`src/rtl/esop_pkg.sv`:
```
package esop_pkg;

  typedef enum logic {
    SRC_AUD = 1'b0,
    SRC_VID = 1'b1
  } src_e;

  // Turn-taking choice between two eligible streams
  function automatic src_e pick_src(input logic elig_a, input logic elig_v, input src_e last);
    if (elig_a && elig_v) return (last == SRC_AUD) ? SRC_VID : SRC_AUD;
    if (elig_a) return SRC_AUD;
    return SRC_VID;
  endfunction

  // One-hot strobe pattern {vid, aud} for a source
  function automatic logic [1:0] src_onehot(input src_e s);
    return (s == SRC_VID) ? 2'b10 : 2'b01;
  endfunction

endpackage

```
`src/rtl/esop_disc_track.sv`:
```
module esop_disc_track (
  input  logic clk,
  input  logic rst_n,
  input  logic disc_i,
  input  logic take_i,
  output logic pending_o
);

  logic pend_q;

  // A byte taken now carries the flag; a pulse in the same cycle waits for the next byte
  always_ff @(posedge clk) begin
    if (!rst_n) pend_q <= 1'b0;
    else        pend_q <= (pend_q & ~take_i) | disc_i;
  end

  assign pending_o = pend_q;

endmodule

```
`src/rtl/esop_arbiter.sv`:
```
module esop_arbiter
  import esop_pkg::*;
(
  input  logic       clk,
  input  logic       rst_n,
  input  logic [1:0] elig_i,
  input  logic       take_i,
  output src_e       grant_o
);

  src_e last_q;

  assign grant_o = pick_src(elig_i[0], elig_i[1], last_q);

  always_ff @(posedge clk) begin
    if (!rst_n)      last_q <= SRC_VID;
    else if (take_i) last_q <= grant_o;
  end

endmodule

```
`src/rtl/esop_shifter.sv`:
```
module esop_shifter
  import esop_pkg::*;
#(
  parameter int DATA_W = 8
) (
  input  logic              clk,
  input  logic              rst_n,
  input  logic              load_i,
  input  logic              par_i,
  input  src_e              src_i,
  input  logic [DATA_W-1:0] data_i,
  input  logic              err_i,
  input  logic [1:0]        req_act_i,
  output logic              busy_o,
  output src_e              cur_src_o,
  output logic [DATA_W-1:0] bus_o,
  output logic [1:0]        stb_o,
  output logic              err_o,
  output logic              ser_o
);

  localparam int CNT_W = $clog2(DATA_W);
  localparam logic [CNT_W-1:0] LAST_LEFT = CNT_W'(1);
  localparam logic [CNT_W-1:0] FULL_LEFT = CNT_W'(DATA_W - 1);

  logic [DATA_W-1:0] shreg_q;
  logic [CNT_W-1:0]  left_q;
  logic              busy_q;
  src_e              cur_q;
  logic              cur_err_q;
  logic              step_ok;
  logic              cur_req;

  // Serial lane: one bit on lane 0, other lanes quiet
  function automatic logic [DATA_W-1:0] lane0(input logic b);
    return {{(DATA_W-1){1'b0}}, b};
  endfunction

  assign cur_req = (cur_q == SRC_VID) ? req_act_i[1] : req_act_i[0];
  assign step_ok = busy_q & cur_req;

  always_ff @(posedge clk) begin
    if (!rst_n) begin
      shreg_q   <= '0;
      left_q    <= '0;
      busy_q    <= 1'b0;
      cur_q     <= SRC_AUD;
      cur_err_q <= 1'b0;
      bus_o     <= '0;
      stb_o     <= 2'b00;
      err_o     <= 1'b0;
      ser_o     <= 1'b0;
    end else begin
      bus_o <= '0;
      stb_o <= 2'b00;
      err_o <= 1'b0;
      ser_o <= 1'b0;
      if (load_i) begin
        stb_o <= src_onehot(src_i);
        err_o <= err_i;
        if (par_i) begin
          bus_o <= data_i;
        end else begin
          bus_o     <= lane0(data_i[DATA_W-1]);
          shreg_q   <= data_i << 1;
          left_q    <= FULL_LEFT;
          busy_q    <= 1'b1;
          cur_q     <= src_i;
          cur_err_q <= err_i;
          ser_o     <= 1'b1;
        end
      end else if (step_ok) begin
        bus_o   <= lane0(shreg_q[DATA_W-1]);
        shreg_q <= shreg_q << 1;
        left_q  <= left_q - 1'b1;
        if (left_q == LAST_LEFT) busy_q <= 1'b0;
        stb_o <= src_onehot(cur_q);
        err_o <= cur_err_q;
        ser_o <= 1'b1;
      end
    end
  end

  assign busy_o    = busy_q;
  assign cur_src_o = cur_q;

endmodule

```
`src/rtl/es_out_port.sv`:
```
module es_out_port
  import esop_pkg::*;
#(
  parameter int DATA_W = 8
) (
  input  logic              clk,
  input  logic              rst_n,
  input  logic              mode_par,
  input  logic [DATA_W-1:0] aud_data,
  input  logic              aud_valid,
  output logic              aud_ready,
  input  logic              aud_disc,
  input  logic [DATA_W-1:0] vid_data,
  input  logic              vid_valid,
  output logic              vid_ready,
  input  logic              vid_disc,
  input  logic              aud_req_n,
  input  logic              vid_req_n,
  output logic [DATA_W-1:0] bus_data,
  output logic              aud_strobe,
  output logic              vid_strobe,
  output logic              err_n
);

  localparam int NUM_SRC = 2;

  logic [NUM_SRC-1:0] req_act;
  logic [NUM_SRC-1:0] elig;
  logic [NUM_SRC-1:0] take;
  logic [NUM_SRC-1:0] disc_in;
  logic [NUM_SRC-1:0] pend;
  logic [1:0]         stb;
  logic               load_en;
  logic               busy;
  logic               out_ser;
  logic               err_hi;
  logic               cur_is_vid;
  logic               load_err;
  logic [DATA_W-1:0]  load_data;
  src_e               grant;
  src_e               cur_src;

  assign req_act = {~vid_req_n, ~aud_req_n};
  assign elig    = req_act & {vid_valid, aud_valid};
  assign disc_in = {vid_disc, aud_disc};

  // A new byte is only taken at a byte boundary
  assign load_en = ~busy & (|elig);
  assign take    = load_en ? src_onehot(grant) : 2'b00;

  assign aud_ready = take[0];
  assign vid_ready = take[1];

  assign load_data = (grant == SRC_VID) ? vid_data : aud_data;
  assign load_err  = (grant == SRC_VID) ? pend[1] : pend[0];

  esop_arbiter u_arb (
    .clk     (clk),
    .rst_n   (rst_n),
    .elig_i  (elig),
    .take_i  (load_en),
    .grant_o (grant)
  );

  for (genvar s = 0; s < NUM_SRC; s++) begin : g_disc
    esop_disc_track u_trk (
      .clk       (clk),
      .rst_n     (rst_n),
      .disc_i    (disc_in[s]),
      .take_i    (take[s]),
      .pending_o (pend[s])
    );
  end

  esop_shifter #(.DATA_W(DATA_W)) u_shf (
    .clk       (clk),
    .rst_n     (rst_n),
    .load_i    (load_en),
    .par_i     (mode_par),
    .src_i     (grant),
    .data_i    (load_data),
    .err_i     (load_err),
    .req_act_i (req_act),
    .busy_o    (busy),
    .cur_src_o (cur_src),
    .bus_o     (bus_data),
    .stb_o     (stb),
    .err_o     (err_hi),
    .ser_o     (out_ser)
  );

  assign cur_is_vid = (cur_src == SRC_VID);
  assign aud_strobe = stb[0];
  assign vid_strobe = stb[1];
  assign err_n      = ~err_hi;

endmodule

```
`config.mk`:
```
export PLATFORM = sky130hd
export DESIGN_NAME = es_out_port
export DESIGN_NICKNAME = d
export VERILOG_FILES = /design/src/rtl/esop_pkg.sv /design/src/rtl/esop_disc_track.sv /design/src/rtl/esop_arbiter.sv /design/src/rtl/esop_shifter.sv /design/src/rtl/es_out_port.sv
export SDC_FILE = /design/constraint.sdc
export NUM_CORES = 1
export LEC_CHECK = 0
export CAP_MARGIN = 20
export CORE_ASPECT_RATIO = 1.25
export CORE_MARGIN = 5
export CORE_UTILIZATION = 30
export CTS_CLUSTER_SIZE = 14
export DETAILED_ROUTE_END_ITERATION = 8
export PLACE_DENSITY = 0.52
export SYNTH_ARGS = -nofsm -noshare
export SYNTH_HDL_FRONTEND = slang
export SYNTH_SLANG_ARGS = --single-unit
```
`constraint.sdc`:
```
create_clock -name clk -period 1.85 [get_ports clk]
set_input_delay 0.185 -clock clk [delete_from_list [all_inputs] [get_ports clk]]
set_output_delay 0.185 -clock clk [all_outputs]
set_load 0.01 [all_outputs]
```
=== Word level (Yosys, flattened, before mapping) ===
Cells that the tools add are included.

* Add/subtract/negate cells: 1
* Multiply operators: 0
* Divide/modulo/power cells: 0
* $lt $le $gt $ge: 0
* Equality and inequality tests: 2
* Shift-type cells: 0
* Muxes and demuxes: 31
* Bitwise gates (word level): 14
* Reductions and logical operators: 7

{| class="wikitable"
|+ Operator list
! cell !! count
|-
| 2-to-1 mux 8 bit || 6
|-
| 2-to-1 mux 1 bit || 17
|-
| 2-to-1 mux 2 bit || 5
|-
| 2-to-1 mux 3 bit || 3
|-
| NOT 1 bit || 7
|-
| bitwise AND 1 bit || 4
|-
| AND reduction 2 bit || 2
|-
| nonzero test 2 bit || 2
|-
| equality test 3 x 1 -> 1 bit (second input constant) || 1
|-
| AND reduction 3 bit || 1
|-
| subtractor 3 x 1 -> 3 bit (second input constant) || 1
|-
| bitwise AND 2 bit || 1
|-
| != test 2 bit (second input constant) || 1
|-
| OR 1 bit || 2
|-
| OR reduction 2 bit || 1
|-
| logical AND 1 bit || 1
|}

* Register bits after elaboration: 28
* Latch bits: 0
* Bits in writable memories: 0
* Memory bits (read-only): 0
* Bits of input ports: 25
* Output and inout bits: 13
* Word-level logic and storage cells: 66
* Memories: 0

=== Logic depth before layout (Yosys ltp) ===
* Word-level depth: 12
* Mapped depth: 7
* Mapped depth without buffers: 5

=== Modules after synthesis ===
A second synthesis with hierarchy kept.

* Cell total of the unflattened synthesis: 135
* Area total of the unflattened synthesis: 1372.6 um^2

{| class="wikitable"
|+ By module, submodules not included
! module !! instances !! cells each !! area an instance (um^2) !! sequential area each (um^2)
|-
| esop_shifter || 1 || 103 || 1029.7 || 500.5
|-
| es_out_port || 1 || 21 || 206.4 || 0.0
|-
| esop_disc_track || 2 || 3 || 41.3 || 20.0
|-
| esop_arbiter || 1 || 5 || 53.8 || 20.0
|}

=== Worst setup path after synthesis ===
OpenSTA, ideal clock, no wires.

* Path type: register to register
* Start: register u_arb.last_q
* End: register u_shf.bus_o[0]
* Setup time: 116 ps
* Arrival: 1416 ps
* Data required time: 1734 ps
* Slack: 319 ps
* Cell stages (with the launch flop): 7
* Buffers on the path: 1
* Clock period less this slack: 1531 ps
* Cells stage by stage: dfxtp_1 > or3b_1 > and2_4 > buf_6 > mux2i_1 > o22ai_1 > a31o_1

* Longest elaborated chain between the ends: 8

{| class="wikitable"
|+ RTL lines
! element !! RTL line !! source
|-
| start: declaration || esop_arbiter.sv:11 || <nowiki>src_e last_q;</nowiki>
|-
| start signal: assignment || esop_arbiter.sv:17 || <nowiki>else if (take_i) last_q <= grant_o;</nowiki>
|-
| 2-to-1 mux 1 bit * (2 in a row) || esop_pkg.sv:10 || <nowiki>if (elig_a && elig_v) return (last == SRC_AUD) ? SRC_VID : SRC_AUD;</nowiki>
|-
| 2-to-1 mux 1 bit || esop_pkg.sv:11 || <nowiki>if (elig_a) return SRC_AUD;</nowiki>
|-
| 2-to-1 mux 1 bit || esop_pkg.sv:12 || <nowiki>return SRC_VID;</nowiki>
|-
| 2-to-1 mux 1 bit * || esop_pkg.sv:11 ||
|-
| 2-to-1 mux 8 bit * || es_out_port.sv:54 || <nowiki>assign load_data = (grant == SRC_VID) ? vid_data : aud_data;</nowiki>
|-
| 2-to-1 mux 8 bit * || esop_shifter.sv:61 || <nowiki>if (par_i) begin</nowiki>
|-
| 2-to-1 mux 8 bit * || esop_shifter.sv:58 || <nowiki>if (load_i) begin</nowiki>
|-
| end signal: assignment || esop_shifter.sv:62 || <nowiki>bus_o <= data_i;</nowiki>
|-
| end signal: assignment || esop_shifter.sv:64 || <nowiki>bus_o <= lane0(data_i[DATA_W-1]);</nowiki>
|-
| end signal: assignment || esop_shifter.sv:73 || <nowiki>bus_o <= lane0(shreg_q[DATA_W-1]);</nowiki>
|-
| end: declaration || esop_shifter.sv:16 || <nowiki>output logic [DATA_W-1:0] bus_o,</nowiki>
|}

Mark *: on every way between the ends. The rest lies on a longest branch, timed or not. The select of a mux whose other input is x is not followed.
A chain may end at the register's enable or synchronous reset.

=== Final worst setup path ===
* Start: input port vid_valid
* End: output port aud_ready

* Longest elaborated chain between the ends: 6
* Elaborated cells on any way between the ends: 8
* Classes of those cells: mux: 4; bitwise: 2; reduce/logical: 2

{| class="wikitable"
|+ RTL lines
! element !! RTL line !! source
|-
| start: declaration || es_out_port.sv:14 || <nowiki>input logic vid_valid,</nowiki>
|-
| bitwise AND 2 bit * || es_out_port.sv:44 || <nowiki>assign elig = req_act & {vid_valid, aud_valid};</nowiki>
|-
| logical AND 1 bit || esop_pkg.sv:10 ||
|-
| 2-to-1 mux 1 bit || esop_pkg.sv:10 ||
|-
| 2-to-1 mux 1 bit || esop_pkg.sv:11 ||
|-
| 2-to-1 mux 2 bit || esop_pkg.sv:17 || <nowiki>return (s == SRC_VID) ? 2'b10 : 2'b01;</nowiki>
|-
| 2-to-1 mux 2 bit * || es_out_port.sv:49 || <nowiki>assign take = load_en ? src_onehot(grant) : 2'b00;</nowiki>
|-
| end: declaration || es_out_port.sv:11 || <nowiki>output logic aud_ready,</nowiki>
|}

Mark *: on every way between the ends. The rest lies on a longest branch, timed or not.

==> results.yml <==
clocking:
  cts_root_buf: "clkbuf_8"
  clk_latency_ns: 0.27
  cts_buffers: 3
  cts_resized: 2
  clk_pin_slew_ns: 0.10
  cts_hold_buffers: 0
  clock_sinks: 27
  clk_path_buf_depth: 2
  cts_tree: "built"
  h-tree-depth: 1
  cts_setup_buffers: 0
global_routing:
  overflow: 0
  grt_usage_pct: 11.8
  grt_pass1_wl_mm: 5.05
  grt_max_degree: 17
  first_global_vias: 1103
  antenna_found_initial: 0
routing:
  viasPerCell: 4.57
  wl_per_cell_um: 12.2
  drc: 0
  first_iter_violations: 27
  drt_wl_total_mm: 2.96
  num_vias: 1111
  ant_nets: 0
  drt-pass1-iter-count: 4
setup_path:
  reg2reg_slack_ns: 0.18
  worstRegToRegCells: 6
  start_kind: "primary input"
  slowest_delay_ns: 0.47
  crit_required_ns: 1.66
  critPathMaxFanout: 2
  path_cells: "clkdlybuf4s50_1 > or3b_4 > and2_4 > nand2_1 > inv_1 > clkdlybuf4s15_1"
  end_kind: "primary output"
  crit_arrival_ns: 1.57
  r2r_start: "u_arb.last_q$_SDFFE_PN1P_"
  r2r-end: "u_shf.bus_o[0]$_SDFF_PN0_"
  criticalPathCategory: "primary input to primary output"
  critPathSlowestCell: "clkdlybuf4s50_1"
sta:
  slew_headroom_pct: 60.4
  worstMarginPinSlew_ns: 0.594
  setup_violations: 0
  finalHoldViolCount: 0
  min_period_ns: 1.75
  fin_crit_sh_pct: 94.7
  finalClockSkew_ns: 0.00916
  finalSetupTns_ns: 0
  fmax_ghz: 0.571
  rsz0062_at_grt: "false"
  drv_slew: 0
finish:
  fin_area_sq_mm: 0.00179
  antenna_cells: 0
  multi_input_area_sq_um: 616
  nets: 217
  stdcell_count: 243
  fillCellCount: 403
  syn_to_final_growth_pct: 47.3
  ff_latch_area_sq_um: 541
  drive_gt1_share_pct: 15.3
  fin_util_pct: 46.4
floorplan:
  fp.dieArea_sq_mm: 0.00542
  initial_core_util_pct: 31.5
  dieWidth_um: 66.9
  core.rowCount: 25
  die_y_um: 81.1
  core_area_sq_mm: 0.00385
  design.portCount: 38
synthesis:
  synth_edf_count: 0
  synth_compound_area_share_pct: 23.1
  yosysTopAreaCellShare_pct: 44.6
  synthesis.area_sq_mm: 0.00121
  syn_nets: 164
  syn_inst: 137
  avgSynthCellArea_sq_um: 8.85
  yosysTopAreaCell: "dfxtp_1"
  yosys.area_share.simple_pct: 21.3
  synthArstFlopShare_pct: 0
  synth_flop_cell: "dfxtp_1"
  synth_mux_area_share_pct: 3.41
  synth_top_family_by_area: "compound AO/OA/AOI/OAI gates"
  ys_warn_count: 0
  ys_seq_area_share_pct: 44.6
  synthXorXnorAreaFrac_pct: 0.722
  yosysUniqueCellTypes: 34
  synth-seq-cells: 27
  synth.area.top_cells: "dfxtp_1 45%, nand2_1 8.7%, a311o_1 5.0%, a21boi_0 4.3%, a21oi_1 3.7%"
  synth_fa_ha_area_share_pct: 2.06
placed_design:
  gp_congestion: 0.781
  dp_cells: 239
  portBuffers: 37
  hpwl_mm: 2.29
  place_area_sq_mm: 0.00174
min_path:
  min_from: "u_shf.shreg_q[5]$_SDFFE_PN0P_"
  hold_depth: 2
  hold_path_class: "flip-flop to flip-flop"
  whs_endpoint: "u_shf.shreg_q[5]$_SDFFE_PN0P_"
power_and_ir_drop:
  p_per_area_mw_per_mm2: 692
  power.leakage_nw: 0.705
  vdd_drop_max_mv: 0.252
  total_power_mw: 1.24
job:
  drv_cap: 0
outcome:
  status: "complete, no violations"
[power breakdown]
group | switching, mW | internal [mW]
combinational | 0.117 | 0.148
sequential | 0.0195 | 0.615
clock | 0.185 | 0.151
[cells in the mapped netlist (2+ instances only)]
cell / count
nand2_1: 28
dfxtp_1: 27
nor2_1: 11
a21oi_1: 9
a21boi_0: 7
a311o_1: 6
inv_1: 5
nor2b_1: 4
mux2i_1: 3
nand2b_1: 3
o21a_1: 3
o21ai_0: 3
a21boi_1: 2
and2_1: 2
buf_2: 2
buf_6: 2
clkbuf_1: 2
ha_1: 2
[critical path, delay by kind of cell]
family,cells,cell delay [ns]
buffers and inverters,3,0.74
and+or+nand+nor,3,0.64
[metrics by stage]
step	setup WS, ns	hold slack, ns
final	0.0974	0.465
after global routing	0.0226	0.487
after CTS	0.0327	0.465
after detailed placement	-0.180	0.455
after global placement	-0.148	0.448
after floorplan	0.319	0.324
[sequential cells by signal, indices dropped and copies added (netlist names)]
signal,count
g_disc.u_trk.pending_o,2
u_shf.cur_err_q,1
u_shf.stb_o,2
u_arb.last_q,1
u_shf.bus_o,8
u_shf.busy_o,1
u_shf.err_o,1
u_shf.left_q,3
u_shf.shreg_q,7
u_shf.cur_src_o,1
[worst max path at each step]
stage	depth (start not counted)	start	slack, ns	to
after global placement	6	vid_valid	-0.15	vid_ready
after floorplan	6	u_arb.last_q$_SDFFE_PN1P_	0.32	u_shf.bus_o[0]$_SDFF_PN0_
after detailed placement	7	vid_valid	-0.18	u_shf.bus_o[0]$_SDFF_PN0_
final	6	vid_valid	0.1	aud_ready
after global routing	6	vid_valid	0.02	vid_ready
after CTS	6	vid_valid	0.03	aud_ready
[cell usage in the layout (no fill, tap or decap), types with 2 or more instances in the layout]
cell type / synthesis / routed
clkdlybuf4s50_1: 0 / 35
nand2_1: 28 / 28
dfxtp_1: 27 / 27
buf_4: 0 / 17
nor2_1: 11 / 11
a21oi_1: 9 / 9
a21boi_0: 7 / 7
a311o_1: 6 / 6
inv_1: 5 / 5
nor2b_1: 4 / 4
nand2b_1: 3 / 3
mux2i_1: 3 / 3
o21ai_0: 3 / 3
o21a_1: 3 / 3
clkbuf_8: 0 / 3
and2_1: 2 / 2
a21boi_1: 2 / 2
ha_1: 2 / 2
[kinds of logic after synthesis]
| kind of cell | count (synthesis) |
|---|---|
| XOR/XNOR | 1 |
| AND/OR/NAND/NOR | 55 |
| buffers and inverters | 11 |
| flip-flops | 27 |
| AO/OA/AOI/OAI | 37 |
| adder cells (fa/ha/maj) | 2 |
| multiplexers | 4 |
[per-layer routing]
layer	global-route usage [%]	part of all wire (%)	vias up
li1	-	-	568
met5	0	0	-
met2	19.4	46	41
met4	3.65	0.51	0
met1	15.2	45	500
met3	2.77	8.1	2
[area by class of cell]
type / count / share of cell area (%)
clock buffer: 3 / 2.31
clock inverter: 1 / 0.280
inverter: 5 / 1.05
multi-input combinational: 99 / 34.5
sequential: 27 / 30.3
tap: 54 / 3.78
timing repair buffer: 54 / 27.8
Note: power is estimated with default switching activity, not from simulation.
